<file path="config.mk">
export PLATFORM = sky130hd
export DESIGN_NAME = link_rx_tag_dec
export DESIGN_NICKNAME = d
export VERILOG_FILES = /design/src/rtl/link_rx_pkg.sv /design/src/rtl/link_rx_sampler.sv /design/src/rtl/link_rx_align.sv /design/src/rtl/link_rx_slot_dec.sv /design/src/rtl/link_rx_tag_dec.sv
export SDC_FILE = /design/constraint.sdc
export NUM_CORES = 1
export LEC_CHECK = 0
export BUFFER_PORTS_ARGS = -buffer_cell sky130_fd_sc_hd__buf_2
export CAP_MARGIN = 30
export CELL_PAD_IN_SITES_DETAIL_PLACEMENT = 0
export CELL_PAD_IN_SITES_GLOBAL_PLACEMENT = 2
export CORE_ASPECT_RATIO = 1.75
export CORE_MARGIN = 5
export CORE_UTILIZATION = 25
export DETAILED_ROUTE_END_ITERATION = 16
export MAX_ROUTING_LAYER = met4
export PLACE_DENSITY_LB_ADDON = 0.1
export SLEW_MARGIN = 15
export SYNTH_ARGS = -nofsm -noshare
export SYNTH_HDL_FRONTEND = slang
export SYNTH_SLANG_ARGS = --single-unit
</file>
<file path="constraint.sdc">
create_clock -name clk_i -period 3.7 [get_ports clk_i]
set_input_delay 0.74 -clock clk_i [delete_from_list [all_inputs] [get_ports clk_i]]
set_output_delay 0.74 -clock clk_i [all_outputs]
set_load 0.005 [all_outputs]
</file>
<file path="src/rtl/link_rx_pkg.sv">
`timescale 1ns/1ps
package link_rx_pkg;
  localparam int unsigned TAG_W      = 16;
  localparam int unsigned SLOT_W     = 20;
  localparam int unsigned N_SLOTS    = 12;
  localparam int unsigned IDX_W      = 7;
  localparam int unsigned REQ_SLOT0  = 3;
  localparam int unsigned FRAME_BITS = TAG_W + N_SLOTS * SLOT_W;
  localparam int unsigned CNT_W      = $clog2(FRAME_BITS);
  localparam int unsigned N_REQ      = N_SLOTS - REQ_SLOT0 + 1;
  localparam int unsigned PAY_W      = (N_SLOTS - 1) * SLOT_W;
  // slot-1 field layout: reserved msb, index, request flags, two reserved lsbs
  localparam int unsigned IDX_HI     = SLOT_W - 2;
  localparam int unsigned FLD_W      = IDX_W + N_REQ;
endpackage

</file>
<file path="src/rtl/link_rx_sampler.sv">
`timescale 1ns/1ps
module link_rx_sampler (
  input  logic clk_i,
  input  logic rst_ni,
  input  logic bclk_i,
  input  logic sync_i,
  input  logic sdin_i,
  output logic fall_o,
  output logic sync_o,
  output logic sdin_o
);
  logic bclk_q, bclk_qq;

  always_ff @(posedge clk_i or negedge rst_ni) begin
    if (!rst_ni) begin
      bclk_q  <= 1'b0;
      bclk_qq <= 1'b0;
      sync_o  <= 1'b0;
      sdin_o  <= 1'b0;
    end else begin
      bclk_q  <= bclk_i;
      bclk_qq <= bclk_q;
      sync_o  <= sync_i;
      sdin_o  <= sdin_i;
    end
  end

  assign fall_o = bclk_qq & ~bclk_q;


  fall_pulse_chk: assert property (@(posedge clk_i) disable iff (!rst_ni)
    fall_o |=> !fall_o);
endmodule

</file>
<file path="src/rtl/link_rx_align.sv">
`timescale 1ns/1ps
module link_rx_align
  import link_rx_pkg::*;
(
  input  logic             clk_i,
  input  logic             rst_ni,
  input  logic             fall_i,
  input  logic             sync_i,
  output logic             bit_vld_o,
  output logic [CNT_W-1:0] bit_idx_o
);
  localparam logic [CNT_W-1:0] LAST = CNT_W'(FRAME_BITS - 1);

  logic             sync_prev, active;
  logic [CNT_W-1:0] cnt;
  logic             rise;

  assign rise      = fall_i & sync_i & ~sync_prev;
  assign bit_vld_o = fall_i & active;
  assign bit_idx_o = cnt;

  always_ff @(posedge clk_i or negedge rst_ni) begin
    if (!rst_ni) begin
      sync_prev <= 1'b0;
      active    <= 1'b0;
      cnt       <= '0;
    end else if (fall_i) begin
      sync_prev <= sync_i;
      if (rise) begin
        active <= 1'b1;
        cnt    <= '0;
      end else if (active) begin
        if (cnt == LAST) begin
          active <= 1'b0;
          cnt    <= '0;
        end else begin
          cnt <= cnt + 1'b1;
        end
      end
    end
  end


  restart_chk: assert property (@(posedge clk_i) disable iff (!rst_ni)
    rise |=> (active && cnt == '0));
endmodule

</file>
<file path="src/rtl/link_rx_slot_dec.sv">
`timescale 1ns/1ps
module link_rx_slot_dec
  import link_rx_pkg::*;
(
  input  logic               clk_i,
  input  logic               rst_ni,
  input  logic               bit_vld_i,
  input  logic [CNT_W-1:0]   bit_idx_i,
  input  logic               bit_i,
  output logic               ready_o,
  output logic [N_SLOTS-1:0] valid_o,
  output logic [IDX_W-1:0]   idx_o,
  output logic [N_REQ-1:0]   fill_o,
  output logic [PAY_W-1:0]   pay_o,
  output logic               done_o
);
  localparam int unsigned TAG_KEEP = N_SLOTS + 1;
  localparam logic [CNT_W-1:0] TAG_END   = CNT_W'(TAG_KEEP);
  localparam logic [CNT_W-1:0] FLD_FIRST = CNT_W'(TAG_W + SLOT_W - 1 - IDX_HI);
  localparam logic [CNT_W-1:0] FLD_END   = CNT_W'(TAG_W + SLOT_W - 1 - IDX_HI + FLD_W);
  localparam logic [CNT_W-1:0] S1_END    = CNT_W'(TAG_W + SLOT_W - 1);
  localparam logic [CNT_W-1:0] PAY_FIRST = CNT_W'(TAG_W + SLOT_W);
  localparam logic [CNT_W-1:0] LAST      = CNT_W'(FRAME_BITS - 1);

  logic [TAG_KEEP-1:0] tag_sr;
  logic [FLD_W-1:0]    fld_sr;
  logic [PAY_W-2:0]    pay_sr;
  logic [IDX_W-1:0]    idx_stg;
  logic [N_REQ-1:0]    req_stg;
  logic                rdy_n, s1v_n;

  assign rdy_n = tag_sr[TAG_KEEP-1];
  assign s1v_n = tag_sr[N_SLOTS-1];

  always_ff @(posedge clk_i or negedge rst_ni) begin
    if (!rst_ni) begin
      tag_sr  <= '0;
      fld_sr  <= '0;
      pay_sr  <= '0;
      idx_stg <= '0;
      req_stg <= '0;
      ready_o <= 1'b0;
      valid_o <= '0;
      idx_o   <= '0;
      fill_o  <= '0;
      pay_o   <= '0;
      done_o  <= 1'b0;
    end else begin
      done_o <= bit_vld_i && (bit_idx_i == LAST);
      if (bit_vld_i) begin
        if (bit_idx_i < TAG_END)
          tag_sr <= {tag_sr[TAG_KEEP-2:0], bit_i};
        if (bit_idx_i >= FLD_FIRST && bit_idx_i < FLD_END)
          fld_sr <= {fld_sr[FLD_W-2:0], bit_i};
        if (bit_idx_i >= PAY_FIRST)
          pay_sr <= {pay_sr[PAY_W-3:0], bit_i};
        // request flags latched once slot 1 is complete
        if (bit_idx_i == S1_END) begin
          idx_stg <= fld_sr[FLD_W-1 -: IDX_W];
          req_stg <= fld_sr[N_REQ-1:0];
        end
        if (bit_idx_i == LAST) begin
          ready_o <= rdy_n;
          valid_o <= rdy_n ? tag_sr[N_SLOTS-1:0] : '0;
          idx_o   <= (rdy_n && s1v_n) ? idx_stg : '0;
          fill_o  <= rdy_n ? ~req_stg : '0;
          pay_o   <= {pay_sr, bit_i};
        end
      end
    end
  end


  done_follow_chk: assert property (@(posedge clk_i) disable iff (!rst_ni)
    (bit_vld_i && bit_idx_i == LAST) |=> done_o);

  hold_chk: assert property (@(posedge clk_i) disable iff (!rst_ni)
    !done_o |-> ($stable(fill_o) && $stable(valid_o) && $stable(idx_o) && $stable(ready_o)));

  gate_chk: assert property (@(posedge clk_i) disable iff (!rst_ni)
    !ready_o |-> (valid_o == '0 && fill_o == '0 && idx_o == '0));

  idx_inv_chk: assert property (@(posedge clk_i) disable iff (!rst_ni)
    !valid_o[N_SLOTS-1] |-> idx_o == '0);
endmodule

</file>
<file path="src/rtl/link_rx_tag_dec.sv">
`timescale 1ns/1ps
module link_rx_tag_dec
  import link_rx_pkg::*;
(
  input  logic               clk_i,
  input  logic               rst_ni,
  input  logic               bclk_i,
  input  logic               sync_i,
  input  logic               sdin_i,
  output logic               ready_o,
  output logic [N_SLOTS-1:0] slot_valid_o,
  output logic [IDX_W-1:0]   reg_idx_o,
  output logic [N_REQ-1:0]   fill_req_o,
  output logic [PAY_W-1:0]   payload_o,
  output logic               frame_done_o
);
  logic             fall, sync_s, sdin_s, bit_vld;
  logic [CNT_W-1:0] bit_idx;

  link_rx_sampler u_sampler (
    .clk_i  (clk_i),
    .rst_ni (rst_ni),
    .bclk_i (bclk_i),
    .sync_i (sync_i),
    .sdin_i (sdin_i),
    .fall_o (fall),
    .sync_o (sync_s),
    .sdin_o (sdin_s)
  );

  link_rx_align u_align (
    .clk_i     (clk_i),
    .rst_ni    (rst_ni),
    .fall_i    (fall),
    .sync_i    (sync_s),
    .bit_vld_o (bit_vld),
    .bit_idx_o (bit_idx)
  );

  link_rx_slot_dec u_dec (
    .clk_i     (clk_i),
    .rst_ni    (rst_ni),
    .bit_vld_i (bit_vld),
    .bit_idx_i (bit_idx),
    .bit_i     (sdin_s),
    .ready_o   (ready_o),
    .valid_o   (slot_valid_o),
    .idx_o     (reg_idx_o),
    .fill_o    (fill_req_o),
    .pay_o     (payload_o),
    .done_o    (frame_done_o)
  );
endmodule

</file>
# [After elaboration in Yosys (flattened, before gate mapping)]
# Index checks and enable logic that the tools add are counted.
[totals] n_memories=0 wordCells=51 mem_bits_ro=0 latch_bits=0 output_inout_bits=251 reg_bits=531 mem_bits_rw=0
[classes] bitwise=7 shifts=0 n_mux=9 n_eq_ne=2 div=0 add_sub_neg=1 n_lt_le_gt_ge=4 reduce_logical=10 n_mul=0
[ops] operator="$mux 8" n=3
[ops] operator="$mux 12" n=1
[ops] operator="$reduce_and 2->1" n=6
[ops] operator="$mux 10" n=1
[ops] operator="$not 10->10" n=1
[ops] operator="$add 8x1->8 const B" n=1
[ops] operator="$eq 8x6->1 const B" n=1
[ops] operator="$eq 8x8->1 const B" n=1
[ops] operator="$ge 8x5->1 const B" n=1
[ops] operator="$ge 8x6->1 const B" n=1
[ops] operator="$lt 8x4->1 const B" n=1
[ops] operator="$lt 8x6->1 const B" n=1
[ops] operator="$mux 7" n=1
[ops] operator="$and 1x1->1" n=4
[ops] operator="$logic_and 1x1->1" n=3
[ops] operator="$mux 1" n=3
[ops] operator="$not 1->1" n=2
[ops] operator="$reduce_bool 2->1" n=1

# [Logic depth before layout (Yosys ltp)]
[logic_depth] ltp_word=6 mapped_depth=9 depth_no_buf=6

# [Modules after synthesis]
# From an unflattened synthesis, not the netlist that was laid out.
[hier_totals] hier_cells=1272 hier_area_um2=20313.2
[by_module_without_submodules] module="link_rx_slot_dec" seq_area_each_um2=12937.4 area_each_um2=19686.4 instances=1 cells_per_inst=1212
[by_module_without_submodules] module="link_rx_align" seq_area_each_um2=250.2 area_each_um2=513.0 instances=1 cells_per_inst=55
[by_module_without_submodules] module="link_rx_sampler" seq_area_each_um2=100.1 area_each_um2=113.9 instances=1 cells_per_inst=5

# [Worst setup path after synthesis]
# No wires, ideal clock.
[synth_timing] path_type="register to register" startpoint="reg u_align.cnt[0] (netlist: u_align.bit_idx_o[0])" endpoint="reg u_dec.fld_sr[10]" period_less_slack_ns=1.936 path_buffers=1 required_time_ns=3.575 setup_ns=0.125 stages_incl_launch_ff=8 slack_ns=1.764 t_arrival_ns=1.811 cell_sequence="dfrtp_1 -> inv_1 -> ha_1 -> or4b_1 -> a21oi_1 -> nand3b_4 -> buf_12 -> mux2_4"
[synth_between] elab_chain_len=3
[synth_lines] element="from (decl)" line_no="link_rx_align.sv:15" source="logic [CNT_W-1:0] cnt;"
[synth_lines] element="from (signal assigned)" line_no="link_rx_align.sv:37" source="cnt <= cnt + 1'b1;"
[synth_lines] element="$ge 8x5->1 or $lt 8x6->1 (tied branches)" line_no="link_rx_slot_dec.sv:53" source="if (bit_idx_i >= FLD_FIRST && bit_idx_i < FLD_END)"
[synth_lines] element="$logic_and 1x1->1 *" line_no="link_rx_slot_dec.sv:53"
[synth_lines] element="$reduce_and 2->1 (no source line) *"
[synth_lines] element="to (signal assigned)" line_no="link_rx_slot_dec.sv:54" source="fld_sr <= {fld_sr[FLD_W-2:0], bit_i};"
[synth_lines] element="to (decl)" line_no="link_rx_slot_dec.sv:26" source="logic [FLD_W-1:0] fld_sr;"
# Mark *: on every way between the ends. The rest lies on a longest branch, timed or not.
# A chain may end at the register's enable or synchronous reset.

# [Worst setup path after layout]
[layout_timing] startpoint="reg u_align.cnt[0] (netlist: u_align.bit_idx_o[0])" endpoint="reg u_dec.pay_o[8]"
[layout_between] elab_chain_len=2
[layout_lines] element="$eq 8x8->1" line_no="link_rx_slot_dec.sv:62" source="if (bit_idx_i == LAST) begin"
[layout_lines] element="$reduce_and 2->1 (no source line)"
[layout_lines] element="to (signal assigned)" line_no="link_rx_slot_dec.sv:67" source="pay_o <= {pay_sr, bit_i};"
[layout_lines] element="to (decl)" line_no="link_rx_slot_dec.sv:14" source="output logic [PAY_W-1:0] pay_o,"
# Every way passes these cells.

==> metrics.txt <==
period utilization 65.8%; initial antenna violation count 0; WS Path Type reg -> reg; # hold bufs at CTS 0; DP HPWL ~34 mm; clk slew on worst S/H paths 0.07 ns; RSZ-0062 raised after global routing false; Seq cells post-synth 531; Final Critical Period 2.44 ns; postcts setup bufs 0; clk buf depth 3; Initial Util roughly a quarter; DR vias/cell 4.17; WL/cell 17.6 um; register area share after synthesis 62.6%; grt peak-use layer met2; Die X 230 um; Boundary Pins 256; Arr. time, crit path 2.93 ns; Clk pwr share 48.6%; Worst Skew 0.0135 ns; CTS tree yes; R2R setup slack 1.26 ns; drt drc 0; Power Density 479 nW/um^2; Final Hold Viols 0; RR Startpoint u_align.bit_idx_o[0]; async set-reset flop share out of synthesis 100%; Num CTS Buffers 56; FMAX between 400 and 500 MHz; HP Class in -> async; Final Wtd Congestion 0.706; synthesized area per cell 12.5 sq um; total internal power about 0.0094 W; Psw 0.00277 W; Area growth syn-to-layout 19.7%; core area between 80000 and 90000 sq um; Syn Nets 1711; Max FO, Critical Path 56; Peak VDD IR 0.404 mV; die height slightly below 400 um; Max-Cap Viols 0; Slew HR 40.9%; Tot GR Track Use 12.1%; Final setup viols 0; H-tree Lvls 2; Logic pwr share 2.3%; Tightest Pin Transition 0.887 ns; status finished clean; mapped cell area 21200 sq um; Routed WL 54.0 mm; FILL cells just under 9000; pin count of the biggest net entering global routing 91; Post-synth EDFFs 0; Final Core Density a little under a third; post-synthesis cell type count 40; Root Driver clkbuf_16; reg-to-reg endpoint u_dec.pay_o[8]; Clk Latency, worst-skew pair 0.61 ns; Slew Limit Fails 0; CP required 4.19 ns; share of cells above drive strength 1 about a third; GR Util met1 roughly 15%; Net Sw Frac between 20% and 30%; Crit. End Element flip-flop; Register-to-Register Path Depth 6; top cell type by total area after synthesis dfrtp_1; fin nets roughly 2000; Die ar. 91100 sq um; Primary FF master, synth dfrtp_1; Cells after Synth 1703; Overflow after GRT 0; Seq pwr share 49.1%; Leak 13.9 nW; most frequent cell after synthesis nand2_1; setup tns final 0 ns; GR met3 Demand/Resource 3.17%; most frequent cells after synthesis nand2_1, dfrtp_1, mux2_4; vias around 13000; startpoint types flip-flop; post-CTS sizing 0; DRT antenna net count 0; Area contributors post-synth dfrtp_1, mux2_4, nand2_1; 1st-pass router iterations 4; number of global-route vias before repair 14300; clock sinks between 500 and 600; num rows 141; 1st-iter DRT viols 577; global-route wire length before repair ~87 mm; GR Util met2 19.8%; post-synth top area share 62.6%; Ys Warns 0; Port Buffers 255; Inserted Diodes 0
per-stage QoR:
stage | area [sq um] | power (W) | hold WS, ns | std cells | worst slack [ns]
5_1_grt | 25400 | 0.0127 | 0.186 | 3071 | 0.983
4_1_cts | 25400 | 0.0125 | 0.160 | 3071 | 1.17
2_1_floorplan | 21200 | 0.00618 | 0.380 | 1703 | 1.76
3_3_place_gp | 23500 | 0.00639 | 0.394 | 2968 | 1.32
3_5_place_dp | 23500 | 0.00640 | 0.424 | 2968 | 1.15
6_report | 25400 | 0.0122 | 0.162 | 3071 | 1.26
final cells by class:
type,count,area (sq um),share of cell area (%)
Tap cell,1072,1340,5.28
Multi-Input combinational cell,1077,7150,28.1
Clock buffer,79,1680,6.61
Inverter,3,11.3,0.0443
Clock inverter,24,244,0.960
Timing Repair Buffer,285,1710,6.73
Sequential cell,531,13300,52.3
cells in the final DEF, fill, tap and decap left out, types with 3 or more instances in the layout:
| cell type | count |
|---|---|
| nand2_1 | 728 |
| mux2_1 | 20 |
| buf_4 | 14 |
| clkinv_2 | 15 |
| nand3_1 | 21 |
| mux2_4 | 220 |
| o211ai_1 | 3 |
| bufinv_16 | 4 |
| ha_1 | 3 |
| buf_2 | 254 |
| buf_12 | 16 |
| dfrtp_1 | 531 |
| mux2_2 | 27 |
| xor2_1 | 4 |
| clkbuf_8 | 15 |
| nand3b_1 | 10 |
| inv_1 | 3 |
| clkbuf_1 | 6 |
| clkbuf_16 | 58 |
| a21oi_1 | 8 |
| nor2_1 | 7 |
worst max-delay path, cell delays in order (launching register included):
cell and delay [ns]:
dfrtp_1 0.40, ha_1 0.22, and3_1 0.25, nand4_1 0.59
buf_4 0.58, nand2_1 0.17, nand2_1 0.06
cells by family (layout without fill, tap and decap cells):
logic type	count (synthesis)	in the layout	synth area share, %
and+or+nand+nor	787	787	14.8
DFF	531	531	62.6
muxes	267	267	18.0
buffers and inverters	95	391	3.80
AOI/OAI and AO/OA	16	16	0.459
xor gates and xnor gates	4	4	0.165
adders and majority gates	3	3	0.177
layer usage:
| metal | routed length (um) | vias to the layer above |
|---|---|---|
| met5 | 0 | - |
| met2 | 25800 | 253 |
| li1 | - | 5999 |
| met4 | 1670 | 0 |
| met1 | 23400 | 6474 |
| met3 | 3150 | 77 |
flip-flops by register name, summed over array words and instances, names as in the netlist:
signal / count
u_dec.pay_o: 220
u_dec.pay_sr: 219
u_dec.fld_sr: 17
u_dec.tag_sr: 13
u_dec.valid_o: 12
u_dec.fill_o: 10
u_dec.req_stg: 10
u_align.bit_idx_o: 8
u_dec.idx_o: 7
u_dec.idx_stg: 7
u_align.active: 1
u_align.sync_prev: 1
u_dec.done_o: 1
u_dec.ready_o: 1
u_sampler.bclk_q: 1
u_sampler.bclk_qq: 1
u_sampler.sdin_o: 1
u_sampler.sync_o: 1
power groups by stage:
stage                     logic (W)  clock network, W  registers, W
after floorplan            0.000145                 0       0.00604
after CTS                  0.000300           0.00623       0.00599
after global placement     0.000298                 0       0.00610
after global routing       0.000335           0.00642       0.00600
after detailed placement   0.000300                 0       0.00610
final                      0.000281           0.00592       0.00599
how the worst max path moves through the flow:
stage	startpoint	to	slack, ns	cells after the start
finish	u_align.bit_idx_o[0]	u_dec.pay_o[8]	1.26	6
global route	u_align.bit_idx_o[0]	u_dec.pay_o[217]	0.98	6
CTS	u_align.bit_idx_o[0]	u_dec.pay_o[70]	1.17	6
detailed placement	u_align.bit_idx_o[0]	u_dec.pay_o[22]	1.15	6
global placement	u_align.bit_idx_o[0]	u_dec.pay_o[22]	1.32	6
floorplan	u_align.bit_idx_o[0]	u_dec.fld_sr[10]	1.76	7
Power figures use the tool's default switching activity.
